<file path="src/rtl/lpm_flags_pkg.sv">
package lpm_flags_pkg;

  typedef enum logic {
    TGT_STOP = 1'b0,
    TGT_STBY = 1'b1
  } lpm_target_e;

  localparam int SEL_BIT   = 0;
  localparam int CLR_BIT   = 1;
  localparam int STOP_BIT  = 8;
  localparam int STBY_BIT  = 9;
  localparam int STATUS_W  = STBY_BIT + 1;

  localparam int NUM_FLAGS = 2;
  localparam int FLAG_STOP = 0;
  localparam int FLAG_STBY = 1;
  // flags that a system reset leaves untouched
  localparam logic [NUM_FLAGS-1:0] FLAG_KEEP_ON_SYS = 2'b10;

  function automatic lpm_target_e pick_target(logic first_cycle, lpm_target_e live,
                                              lpm_target_e held);
    return first_cycle ? live : held;
  endfunction

  // reset over set, set over clear, otherwise hold
  function automatic logic flag_next(logic rst, logic set, logic clr, logic cur);
    if (rst)      return 1'b0;
    else if (set) return 1'b1;
    else if (clr) return 1'b0;
    return cur;
  endfunction

  function automatic logic [STATUS_W-1:0] pack_status(lpm_target_e mode, logic stop,
                                                      logic stby);
    logic [STATUS_W-1:0] s;
    s           = '0;
    s[SEL_BIT]  = mode;
    s[STOP_BIT] = stop;
    s[STBY_BIT] = stby;
    return s;
  endfunction

endpackage

</file>
<file path="src/rtl/lpm_req_tracker.sv">
module lpm_req_tracker
  import lpm_flags_pkg::*;
(
  input  logic                 clk,
  input  logic                 any_rst,
  input  logic                 sleep_req,
  input  logic                 mode_entered,
  input  lpm_target_e          mode_sel,
  output logic [NUM_FLAGS-1:0] set_vec
);

  logic        req_q;
  lpm_target_e target_q;
  logic        req_first;
  lpm_target_e eff_target;
  logic        entry_hit;

  assign req_first  = sleep_req & ~req_q;
  assign eff_target = pick_target(req_first, mode_sel, target_q);
  assign entry_hit  = sleep_req & mode_entered & ~any_rst;

  always_ff @(posedge clk) begin
    if (any_rst) begin
      req_q    <= 1'b0;
      target_q <= TGT_STOP;
    end else begin
      req_q <= sleep_req;
      if (req_first) target_q <= mode_sel;
    end
  end

  assign set_vec[FLAG_STOP] = entry_hit & (eff_target == TGT_STOP);
  assign set_vec[FLAG_STBY] = entry_hit & (eff_target == TGT_STBY);

  // captured target does not move while the request is held
  assert_target_held_R6: assert property (@(posedge clk) disable iff (any_rst)
    (sleep_req && req_q) |=> $stable(target_q));

  // no flag set without an active request
  assert_no_idle_set_R6: assert property (@(posedge clk) disable iff (any_rst)
    !sleep_req |-> (set_vec == '0));

  assert_single_target_R6: assert property (@(posedge clk) disable iff (any_rst)
    $onehot0(set_vec));

endmodule

</file>
<file path="src/rtl/lpm_flag_bank.sv">
module lpm_flag_bank
  import lpm_flags_pkg::*;
#(
  parameter logic [NUM_FLAGS-1:0] KEEP_ON_SYS = FLAG_KEEP_ON_SYS
) (
  input  logic                 clk,
  input  logic                 por,
  input  logic                 sys_rst,
  input  logic [NUM_FLAGS-1:0] set_vec,
  input  logic                 clear_cmd,
  output logic [NUM_FLAGS-1:0] flags
);

  for (genvar g = 0; g < NUM_FLAGS; g++) begin : g_flag
    logic flag_rst;

    if (KEEP_ON_SYS[g]) begin : g_cold_only
      assign flag_rst = por;
    end else begin : g_any_reset
      assign flag_rst = por | sys_rst;
    end

    always_ff @(posedge clk) begin
      flags[g] <= flag_next(flag_rst, set_vec[g], clear_cmd, flags[g]);
    end

    // a set in the same cycle as a clear still leaves the flag at 1
    assert_set_over_clear_R7: assert property (@(posedge clk) disable iff (flag_rst)
      (set_vec[g] && clear_cmd) |=> flags[g]);

    // flags stay set without a clear or a reset that reaches them
    assert_sticky_R3_R4: assert property (@(posedge clk) disable iff (flag_rst)
      (flags[g] && !clear_cmd) |=> flags[g]);
  end

endmodule

</file>
<file path="src/rtl/lpm_regif.sv">
module lpm_regif
  import lpm_flags_pkg::*;
#(
  parameter int ADDR_W     = 8,
  parameter int DATA_W     = 32,
  parameter int REG_OFFSET = 16
) (
  input  logic              clk,
  input  logic              any_rst,
  input  logic [ADDR_W-1:0] reg_addr,
  input  logic              reg_wr_en,
  input  logic [DATA_W-1:0] reg_wdata,
  input  logic              stop_flag,
  input  logic              stby_flag,
  output logic [DATA_W-1:0] reg_rdata,
  output lpm_target_e       mode_sel,
  output logic              clear_cmd
);

  localparam logic [DATA_W-1:0] IMPL_MASK = DATA_W'(pack_status(TGT_STBY, 1'b1, 1'b1));

  logic addr_hit;
  logic wr_hit;
  logic unused_wdata;

  assign addr_hit     = (reg_addr == ADDR_W'(REG_OFFSET));
  assign wr_hit       = addr_hit & reg_wr_en;
  assign clear_cmd    = wr_hit & reg_wdata[CLR_BIT];
  assign unused_wdata = ^reg_wdata;

  always_ff @(posedge clk) begin
    if (any_rst)     mode_sel <= TGT_STOP;
    else if (wr_hit) mode_sel <= lpm_target_e'(reg_wdata[SEL_BIT]);
  end

  assign reg_rdata = addr_hit ? DATA_W'(pack_status(mode_sel, stop_flag, stby_flag)) : '0;

  assert_clr_reads_zero_R2: assert property (@(posedge clk) disable iff (any_rst)
    reg_rdata[CLR_BIT] == 1'b0);

  assert_miss_reads_zero_R5: assert property (@(posedge clk) disable iff (any_rst)
    !addr_hit |-> (reg_rdata == '0));

  assert_unimpl_zero_R8: assert property (@(posedge clk) disable iff (any_rst)
    (reg_rdata & ~IMPL_MASK) == '0);

  // a write at the register address is reflected on the next cycle
  assert_mode_write_R1: assert property (@(posedge clk) disable iff (any_rst)
    wr_hit |=> (mode_sel == lpm_target_e'($past(reg_wdata[SEL_BIT]))));

endmodule

</file>
<file path="src/rtl/lpm_entry_flags.sv">
module lpm_entry_flags
  import lpm_flags_pkg::*;
#(
  parameter int ADDR_W     = 8,
  parameter int DATA_W     = 32,
  parameter int REG_OFFSET = 16
) (
  input  logic              clk,
  input  logic              por,
  input  logic              sys_rst,
  input  logic [ADDR_W-1:0] reg_addr,
  input  logic              reg_wr_en,
  input  logic [DATA_W-1:0] reg_wdata,
  output logic [DATA_W-1:0] reg_rdata,
  input  logic              sleep_req,
  input  logic              mode_entered
);

  logic                 any_rst;
  lpm_target_e          mode_sel;
  logic                 clear_cmd;
  logic [NUM_FLAGS-1:0] set_vec;
  logic [NUM_FLAGS-1:0] flags;
  logic                 stop_flag;
  logic                 stby_flag;

  assign any_rst   = por | sys_rst;
  assign stop_flag = flags[FLAG_STOP];
  assign stby_flag = flags[FLAG_STBY];

  lpm_regif #(
    .ADDR_W    (ADDR_W),
    .DATA_W    (DATA_W),
    .REG_OFFSET(REG_OFFSET)
  ) u_regif (
    .clk       (clk),
    .any_rst   (any_rst),
    .reg_addr  (reg_addr),
    .reg_wr_en (reg_wr_en),
    .reg_wdata (reg_wdata),
    .stop_flag (stop_flag),
    .stby_flag (stby_flag),
    .reg_rdata (reg_rdata),
    .mode_sel  (mode_sel),
    .clear_cmd (clear_cmd)
  );

  lpm_req_tracker u_tracker (
    .clk         (clk),
    .any_rst     (any_rst),
    .sleep_req   (sleep_req),
    .mode_entered(mode_entered),
    .mode_sel    (mode_sel),
    .set_vec     (set_vec)
  );

  lpm_flag_bank #(
    .KEEP_ON_SYS(FLAG_KEEP_ON_SYS)
  ) u_flags (
    .clk      (clk),
    .por      (por),
    .sys_rst  (sys_rst),
    .set_vec  (set_vec),
    .clear_cmd(clear_cmd),
    .flags    (flags)
  );

  assert_stop_drops_on_sysrst_R3: assert property (@(posedge clk) disable iff (por)
    sys_rst |=> !stop_flag);

  assert_stby_survives_sysrst_R4: assert property (@(posedge clk) disable iff (por)
    (sys_rst && stby_flag && !clear_cmd) |=> stby_flag);

  assert_mode_cleared_R1: assert property (@(posedge clk) disable iff (por)
    sys_rst |=> (mode_sel == TGT_STOP));

  assert_clear_effect_R2: assert property (@(posedge clk) disable iff (any_rst)
    (clear_cmd && set_vec == '0) |=> (flags == '0));

endmodule

</file>
<file path="config.mk">
export PLATFORM = sky130hd
export DESIGN_NAME = lpm_entry_flags
export DESIGN_NICKNAME = d
export VERILOG_FILES = /design/src/rtl/lpm_flags_pkg.sv /design/src/rtl/lpm_req_tracker.sv /design/src/rtl/lpm_flag_bank.sv /design/src/rtl/lpm_regif.sv /design/src/rtl/lpm_entry_flags.sv
export SDC_FILE = /design/constraint.sdc
export NUM_CORES = 1
export LEC_CHECK = 0
export BUFFER_PORTS_ARGS = -buffer_cell sky130_fd_sc_hd__buf_2
export CORE_MARGIN = 2
export CORE_UTILIZATION = 29
export CTS_CLUSTER_SIZE = 20
export DETAILED_ROUTE_END_ITERATION = 12
export GPL_ROUTABILITY_DRIVEN = 0
export PLACE_DENSITY_LB_ADDON = 0.2
export SYNTH_ARGS = -nofsm -noshare
export SYNTH_HDL_FRONTEND = slang
export SYNTH_SLANG_ARGS = --single-unit
export TNS_END_PERCENT = 10
</file>
<file path="constraint.sdc">
create_clock -name clk -period 1.7 [get_ports clk]
set_clock_uncertainty 0.15 [all_clocks]
set_input_delay 0.085 -clock clk [delete_from_list [all_inputs] [get_ports clk]]
set_output_delay 0.085 -clock clk [all_outputs]
set_load 0.05 [all_outputs]
</file>
==> results.md <==
* Status: complete, no violations
* Die Area at 2169 µm²
* Initial Utilization at 30.77%
* Yosys top cell area share at 41.43%
* Layout cells sized above 1 at 30.86%
* Cells on worst reg2reg path at 3
* CP max FO at 5
* Setup_tns at 0 ns
* RSZ-0062 raised after global routing: false
* PortBufs at 18
* Combinational power share at 40.9%
* Worst-path clk slew at 0.05 ns
* Hold Slack at 0.007583 ns
* Hpwl dp at 681.1 µm
* Max-slew violation count at 0
* Clock buffer depth at 2
* Final antenna-violating net count at 0
* CTS Buf Count at 3
* Core ar. at 1708 µm²
* CTS sink cnt at 5
* Vias in the first global route at 308
* Area Overhead vs Synth at 15.24%
* Kind of critical path: in2reg
* Design area at 605.6 µm²
* Later-pin clock latency in the skew report at 0.24 ns
* Dpl ws at 0.2513 ns
* Total power at 0.4571 mW
* Largest net degree at the start of global routing at 6
* Post-route setup slack at 0.09955 ns
* GRT Util Overall at 8.460%
* Drt first pass iters at 4
* Sw Share at 46.55%
* Synthesized flop and latch total at 5
* Crit-path most repeated cell: dlygate4sd3_1
* Max Cap Violations at 0
* Startpoint class of the critical path: input port
* Fillcell total at 188
* Worst R2R Start: u_tracker.req_q$_SDFF_PN0_
* CP max stage delay at 0.54 ns
* Crit. End Element: flip-flop
* # IOs at 78
* Pwr per Cell Area at 754.9 nW/µm²
* Internal at 0.2443 mW
* Min-delay worst type: in2reg
* Synth area leader: buf_4
* Largest cells by area after synthesis: buf_4, dfxtp_1, edfxtp_1
* Vias at 385
* Final period utilization at 94.14%
* Hold EP: u_regif.mode_sel$_SDFFE_PN0P_
* FF/Latch Area at 120.1 µm²
* Sw power at 0.2128 mW
* Avg Inst Size Synth at 9.384 µm²
* Global-route wire length before repair at 1.248 mm
* Seq pwr share at 28.3%
* Die width at 46.57 µm
* Period minus WS final at 1.600 ns
* CTS tree: done
* DRC at 0
* Worst r2r dst: u_flags.flags[1]$_SDFFCE_PP0P_
* Max IR drop VDD at 0.2855 mV
* Arrival time worst endpoint at 1.63 ns
* Detailed Route WL at 889 µm
* HP Start: reg_wr_en
* Max Clk Rate at 0.6248 GHz
* Setup bufs post-CTS at 0
* Hold Crit Depth at 3
* R2r setup slk at 0.22 ns
* Slowest-stage cell, CP: dlygate4sd3_1
* Die Span Y at 46.57 µm
* Crit path cell chain: dlygate4sd3_1, buf_2, nor2_4, nand2_1, dlygate4sd3_1, mux2i_1
* Post-Syn Instances at 56
* H-tree depth reported by CTS at 1
* Post-synthesis sequential area ratio at 22.86%
* Drt initial violations at 3
* Dpl cell area at 534.3 µm²
* GRT overflow at 0
* Hold Vio Cnt, Final at 0
* Nets@finish at 128
* Drt wl/cell at 8.387 µm
* CP required at 1.73 ns
* Initial antenna violation count at 0
* Clk root buf: clkbuf_4
* Yosys cell types at 18
* Yosys warnings at 0
* Multi-input gate area at 297.8 µm²
* Diode count at 0
* Drt via density at 3.632
* Std-Cell Rows at 15
* Final setup vio count at 0
* Leak at 0.3179 nW
* Mapped cell area at 525.5 µm²
* Clock network power share at 30.8%
final cells by class:
class / count / area share (%)
clock buffer: 4 / 4.339
multi-input combinational: 50 / 49.17
sequential: 5 / 19.83
tap: 25 / 5.165
timing repair buffer: 22 / 21.49
power by group through the flow:
stage	sequential, mW	clock, mW	combinational [mW]
global placement	0.131	0	0.178
CTS	0.129	0.151	0.185
finish	0.129	0.141	0.187
global route	0.129	0.160	0.197
detailed placement	0.131	0	0.178
floorplan	0.131	0	0.204
per-stage QoR:
stage / instances / utilization [%]
finish: 106 / 35.46
CTS: 106 / 35.16
global route: 106 / 35.46
global placement: 98 / 31.28
floorplan: 84 / -
detailed placement: 98 / 31.28
Yosys cell counts:
cell,n
buf_4,29
and3_1,3
dfxtp_1,3
mux2i_1,3
a311o_1,2
and2_1,2
edfxtp_1,2
nand2_1,2
and4_1,1
and4b_4,1
conb_1,1
nand2b_1,1
nand3_1,1
nor2_1,1
nor2_2,1
nor4_4,1
nor4b_4,1
or2_1,1
logic make-up after synthesis:
group	Yosys count	synth area share [%]
AOI/OAI and AO/OA	2	3.810
buffers and inverters	29	41.43
DFF	5	22.86
muxes	3	5.715
other	1	0.7136
and+or+nand+nor	16	25.48
worst max-delay path by stage:
stage,to,cells past startpoint,from,slack [ns]
after global routing,u_regif.mode_sel$_SDFFE_PN0P_,6,sys_rst,0.05
after global placement,u_flags.flags[1]$_SDFFCE_PP0P_,3,u_tracker.req_q$_SDFF_PN0_,0.23
after CTS,u_regif.mode_sel$_SDFFE_PN0P_,6,sys_rst,0.09
final,u_regif.mode_sel$_SDFFE_PN0P_,6,sys_rst,0.1
after floorplan,u_flags.flags[1]$_SDFFCE_PP0P_,3,u_tracker.req_q$_SDFF_PN0_,0.29
after detailed placement,u_flags.flags[1]$_SDFFCE_PP0P_,3,u_tracker.req_q$_SDFF_PN0_,0.25
placed cells by master, fill, tap and decap left out:
cell,instances
and2_1,2
edfxtp_1,2
clkbuf_4,3
and4_1,1
and3_1,3
a311o_1,2
nor4_4,1
mux2i_1,3
clkbuf_1,1
dfxtp_1,3
nand3_1,1
nand2b_1,1
buf_2,18
dlygate4sd3_1,4
and4b_4,1
nor2_4,1
or2_1,1
nand2_1,2
nor2_1,1
nor4b_4,1
conb_1,29
worst max-delay path: cells and delay by family:
family                 cells  cell delay [ns]
muxes                      1             0.11
buffers and inverters      3             1.22
and+or+nand+nor            2             0.20
timing repair:
| item | in CTS | in global routing |
|---|---|---|
| hold endpoints to repair | 2 | 0 |
| hold buffers | 4 | 0 |
| resized for setup | 0 | 1 |
| endpoints found under the setup margin | 0 | 1 |
sequential cells by signal, summed over array words and instances (netlist names):
register,cells
u_tracker.req_q,1
u_regif.mode_sel,1
u_tracker.target_q,1
u_flags.flags,2
metal layers:
layer | up-vias | GRT usage, % | wire length, µm
met5 | - | 0 | 0
met4 | 0 | 6.857 | 8
met3 | 2 | 3.137 | 149
met2 | 32 | 13.89 | 411
met1 | 170 | 8.411 | 319
li1 | 181 | - | -
No activity file was read; power rests on OpenSTA's default activity.
